<file path="config.mk">
export PLATFORM = sky130hd
export DESIGN_NAME = load_use_stall_unit
export DESIGN_NICKNAME = d
export VERILOG_FILES = /design/src/rtl/lus_pkg.sv /design/src/rtl/lus_producer_qual.sv /design/src/rtl/lus_src_match.sv /design/src/rtl/lus_stall_ctrl.sv /design/src/rtl/load_use_stall_unit.sv
export SDC_FILE = /design/constraint.sdc
export NUM_CORES = 1
export LEC_CHECK = 0
export ABC_AREA = 1
export ABC_CLOCK_PERIOD_IN_PS = 800
export BUFFER_PORTS_ARGS = -buffer_cell sky130_fd_sc_hd__buf_2
export CORE_AREA = 4 4 41 43
export DETAILED_ROUTE_END_ITERATION = 6
export DIE_AREA = 0 0 45 47
export PLACE_DENSITY = 0.65
export REMOVE_ABC_BUFFERS = 1
export SYNTH_ARGS = -nofsm -noshare
export SYNTH_HDL_FRONTEND = slang
export SYNTH_SLANG_ARGS = --single-unit
</file>
<file path="constraint.sdc">
create_clock -name vclk -period 0.8
set_input_delay 0.12 -clock vclk [all_inputs]
set_output_delay 0.12 -clock vclk [all_outputs]
set_load 0.01 [all_outputs]
</file>
<file path="src/rtl/lus_pkg.sv">
package lus_pkg;
  parameter int unsigned REG_AW_DEF  = 5;
  parameter int unsigned NUM_SRC_DEF = 2;

  typedef struct packed {
    logic pc_we;
    logic ifid_hold;
    logic idex_bubble;
  } stall_ctrl_t;
endpackage

</file>
<file path="src/rtl/lus_producer_qual.sv">
// Qualifies the ID/EX instruction as a load that will write a real register.
module lus_producer_qual #(
  parameter int unsigned REG_AW = 5
) (
  input  logic [REG_AW-1:0] dst_idx_i,
  input  logic              reg_we_i,
  input  logic              mem_rd_i,
  output logic              load_dst_valid_o
);
  always_comb load_dst_valid_o = mem_rd_i && reg_we_i && (dst_idx_i != '0);
endmodule

</file>
<file path="src/rtl/lus_src_match.sv">
module lus_src_match #(
  parameter int unsigned REG_AW = 5
) (
  input  logic [REG_AW-1:0] src_idx_i,
  input  logic              src_used_i,
  input  logic [REG_AW-1:0] dst_idx_i,
  input  logic              dst_valid_i,
  output logic              hit_o
);
  always_comb hit_o = dst_valid_i && src_used_i && (src_idx_i == dst_idx_i);
endmodule

</file>
<file path="src/rtl/lus_stall_ctrl.sv">
module lus_stall_ctrl
  import lus_pkg::*;
#(
  parameter int unsigned NUM_SRC = 2
) (
  input  logic [NUM_SRC-1:0] hit_i,
  output stall_ctrl_t        ctrl_o
);
  logic stall;
  always_comb begin
    stall              = |hit_i;
    ctrl_o.pc_we       = ~stall;
    ctrl_o.ifid_hold   = stall;
    ctrl_o.idex_bubble = stall;
  end
endmodule

</file>
<file path="src/rtl/load_use_stall_unit.sv">
module load_use_stall_unit
  import lus_pkg::*;
#(
  parameter int unsigned REG_AW  = REG_AW_DEF,
  parameter int unsigned NUM_SRC = NUM_SRC_DEF
) (
  input  logic [NUM_SRC*REG_AW-1:0] id_src_idx_i,
  input  logic [NUM_SRC-1:0]        id_src_used_i,
  input  logic [REG_AW-1:0]         ex_dst_idx_i,
  input  logic                      ex_reg_we_i,
  input  logic                      ex_mem_rd_i,
  output logic                      pc_we_o,
  output logic                      ifid_hold_o,
  output logic                      idex_bubble_o
);
  logic               load_dst_valid;
  logic [NUM_SRC-1:0] src_hit;
  stall_ctrl_t        ctrl;

  lus_producer_qual #(.REG_AW(REG_AW)) u_qual (
    .dst_idx_i        (ex_dst_idx_i),
    .reg_we_i         (ex_reg_we_i),
    .mem_rd_i         (ex_mem_rd_i),
    .load_dst_valid_o (load_dst_valid)
  );

  for (genvar g = 0; g < NUM_SRC; g++) begin : g_src
    lus_src_match #(.REG_AW(REG_AW)) u_match (
      .src_idx_i   (id_src_idx_i[g*REG_AW +: REG_AW]),
      .src_used_i  (id_src_used_i[g]),
      .dst_idx_i   (ex_dst_idx_i),
      .dst_valid_i (load_dst_valid),
      .hit_o       (src_hit[g])
    );
  end

  lus_stall_ctrl #(.NUM_SRC(NUM_SRC)) u_ctrl (
    .hit_i  (src_hit),
    .ctrl_o (ctrl)
  );

  assign pc_we_o       = ctrl.pc_we;
  assign ifid_hold_o   = ctrl.ifid_hold;
  assign idex_bubble_o = ctrl.idex_bubble;

  // Port-level checks against the inputs.
  always_comb begin
    logic any_match;
    any_match = 1'b0;
    for (int k = 0; k < NUM_SRC; k++) begin
      if (id_src_used_i[k] && id_src_idx_i[k*REG_AW +: REG_AW] == ex_dst_idx_i)
        any_match = 1'b1;
    end
    // Source 0 covers R1, source 1 covers R2.
    if (ex_mem_rd_i && ex_reg_we_i && ex_dst_idx_i != '0 && any_match) begin
      assert_hit_stalls_R1: assert (ifid_hold_o && idex_bubble_o && !pc_we_o)
        else $error("load-use match did not stall");
    end
    if (ifid_hold_o) begin
      assert_stall_needs_load_R3: assert (ex_mem_rd_i)
        else $error("stall without load");
      assert_stall_needs_we_R4: assert (ex_reg_we_i)
        else $error("stall without write enable");
      assert_stall_nonzero_dst_R5: assert (ex_dst_idx_i != '0)
        else $error("stall on index zero");
      assert_stall_used_match_R6: assert (any_match)
        else $error("stall without used matching source");
    end
    assert_outputs_agree_R7: assert ((pc_we_o != ifid_hold_o) && (idex_bubble_o == ifid_hold_o))
      else $error("stall outputs disagree");
  end
endmodule

</file>
==> impl_metrics.env <==
export IMPL_outcome="finished, violations left"
export IMPL_violations="setup timing"
export IMPL_drc=0
export IMPL_powerDensity_mw_per_mm2=476
export IMPL_cp_required_ns=0.68
export IMPL_drive_gt1_frac=0.610
export IMPL_ys_warn_count=0
export IMPL_core_mm2=0.00130
export IMPL_finalNetCount=126
export IMPL_start_kind="input pin"
export IMPL_routed_wl_met3_um=37
export IMPL_p_sw_frac=0.491
export IMPL_min_period_ns=0.984
export IMPL_grt_max_degree=5
export IMPL_ant_nets=0
export IMPL_dp_cells=119
export IMPL_leakage_nw=0.392
export IMPL_syn_avg_cell_area_um2=4.09
export IMPL_vias_per_cell=4.30
export IMPL_min_path_type="in -> out"
export IMPL_dpl_hpwl_um=788
export IMPL_io_pins=22
export IMPL_crit_family="simple AND/OR/NAND/NOR gates"
export IMPL_start_util=0.255
export IMPL_p_sw_w=0.000149
export IMPL_drt_met1_wl_um=400
export IMPL_synth_area_um2=332
export IMPL_drtIter0Drc=6
export IMPL_grt_antenna_before_repair=0
export IMPL_hold_buffers=0
export IMPL_setup_viol=3
export IMPL_gr_usage_all_layers=0.0936
export IMPL_die_h_um=47
export IMPL_seq_cell_count=0
export IMPL_startpoint="ex_dst_idx_i[0]"
export IMPL_fin_crit_sh=1.23
export IMPL_dr_pass1_iters=4
export IMPL_hold_viol=0
export IMPL_hp_start="id_src_idx_i[4]"
export IMPL_fmax_ghz=1.02
export IMPL_path_common_cell="nand2_1"
export IMPL_wl_met2_um=610
export IMPL_clock_buffers=0
export IMPL_vdd_ir_drop_max_mv=0.209
export IMPL_fin_worst_hold_slack_ns=0.689
export IMPL_regArea_um2=0
export IMPL_cp_cell_sequence="buf_8 -> inv_4 -> nand2_2 -> nand2_1 -> nor2_2 -> nand2_1 -> nor2_1 -> nand2_1 -> nand2_1 -> buf_2"
export IMPL_grt_pass1_vias=416
export IMPL_p_comb_frac=1.000
export IMPL_syn_instance_count=81
export IMPL_grt_pass1_wl_um=1550
export IMPL_critPathSlowestCell="buf_2"
export IMPL_critical_path_class="in -> out"
export IMPL_cp_end_kind="output pin"
export IMPL_slew_headroom=0.926
export IMPL_p_int_w=0.000155
export IMPL_die_x_um=45
export IMPL_fin_ws_ns=-0.184
export IMPL_rows=13
export IMPL_routed_wl_um=1050
export IMPL_arrival_ns=0.86
export IMPL_overflow=0
export IMPL_path_buf_inv=3
export IMPL_sequentialPowerShare=0
export IMPL_routabilityCongestion=0.799
export IMPL_syn_to_final_growth_pct=92.5
export IMPL_num_vias=516
export IMPL_power_frac_clock=0
export IMPL_slowest_delay_ns=0.13
export IMPL_yosys_cell_types_count=11
export IMPL_tightest_slew_ns=0.110
export IMPL_final_fill_count=133
export IMPL_wire_per_inst_um=8.73
export IMPL_drv_cap=0
export IMPL_instances_no_fill=120
export IMPL_ys_seq_area_frac=0
export IMPL_n_antenna_cell=0
export IMPL_rsz0062_at_grt="yes"
export IMPL_dr_max_layer_used="met3"
export IMPL_die_area_mm2=0.00212
export IMPL_critPathMaxFanout=4
export IMPL_slew_violations=0
export IMPL_portBuffers=22
-- path summary, 6_finish.rpt --
kind,end,cells after the start
max,idex_bubble_o,10
min,pc_we_o,6
-- metrics by stage --
| stage | power [W] | setup TNS (ns) | utilization | setup WS (ns) | instance area (um^2) |
|---|---|---|---|---|---|
| final | 0.000304 | -0.525 | 0.490 | -0.184 | 638 |
| after floorplan | 0.000116 | 0 | - | 0.0208 | 324 |
| after CTS | 0.000261 | -0.519 | 0.445 | -0.181 | 579 |
| after detailed placement | 0.000201 | -0.635 | 0.360 | -0.217 | 468 |
| after global placement | 0.000198 | -0.578 | 0.360 | -0.193 | 468 |
| after global routing | 0.000335 | -0.808 | 0.490 | -0.276 | 638 |
-- what timing repair did --
item	in CTS	in global routing
setup buffers	1	0
pin swaps	18	12
cloned	0	0
gates resized for setup	30	21
endpoints found under the setup margin	3	3
-- area by class of cell --
class	count	area (um^2)	area share
inverters	19	81.3	0.127
multi-input cells	61	320	0.502
well taps	15	18.8	0.0294
repair buffers	25	218	0.341
-- metal layers --
layer / vias to the layer above / global-route usage
li1: 281 / -
met1: 221 / 0.0966
met2: 14 / 0.215
met3: 0 / 0
met4: 0 / 0
met5: - / 0
-- cell usage in the layout, fill, tap and decap left out, drive strengths merged --
cell type,netlist,layout
o21ai,1,1
or2,1,1
nand4,1,1
nand3,2,2
nand2,42,42
inv,19,19
buf,1,25
nor2,14,14
-- synth_stat cells --
cell,n,area [um^2]
or2_1,1,6.26
nand2_4,1,11.3
nor2_1,11,41.3
buf_4,1,7.51
inv_2,6,22.5
nand2_1,41,154
inv_1,13,48.8
nand4_1,1,6.26
nand3_1,2,10.0
o21ai_1,1,5.00
nor2_2,3,18.8
-- cell families after synthesis --
group | after synthesis | share of synthesized area
buffers and inverters | 20 | 0.238
AO/OA/AOI/OAI | 1 | 0.0151
AND/OR/NAND/NOR | 60 | 0.747
-- worst min-delay path, cell delays in order --
cell and delay (ns):
buf_2 0.09, nand2_1 0.06, nand3_1 0.08, o21ai_1 0.06
nand2_1 0.05, buf_2 0.12
-- power by group through the flow --
stage	logic (W)	clock network [W]	registers [W]
floorplan	0.000116	0	0
global placement	0.000198	0	0
detailed placement	0.000201	0	0
CTS	0.000261	0	0
global route	0.000335	0	0
finish	0.000304	0	0
Note: power is estimated with default switching activity, not from simulation.
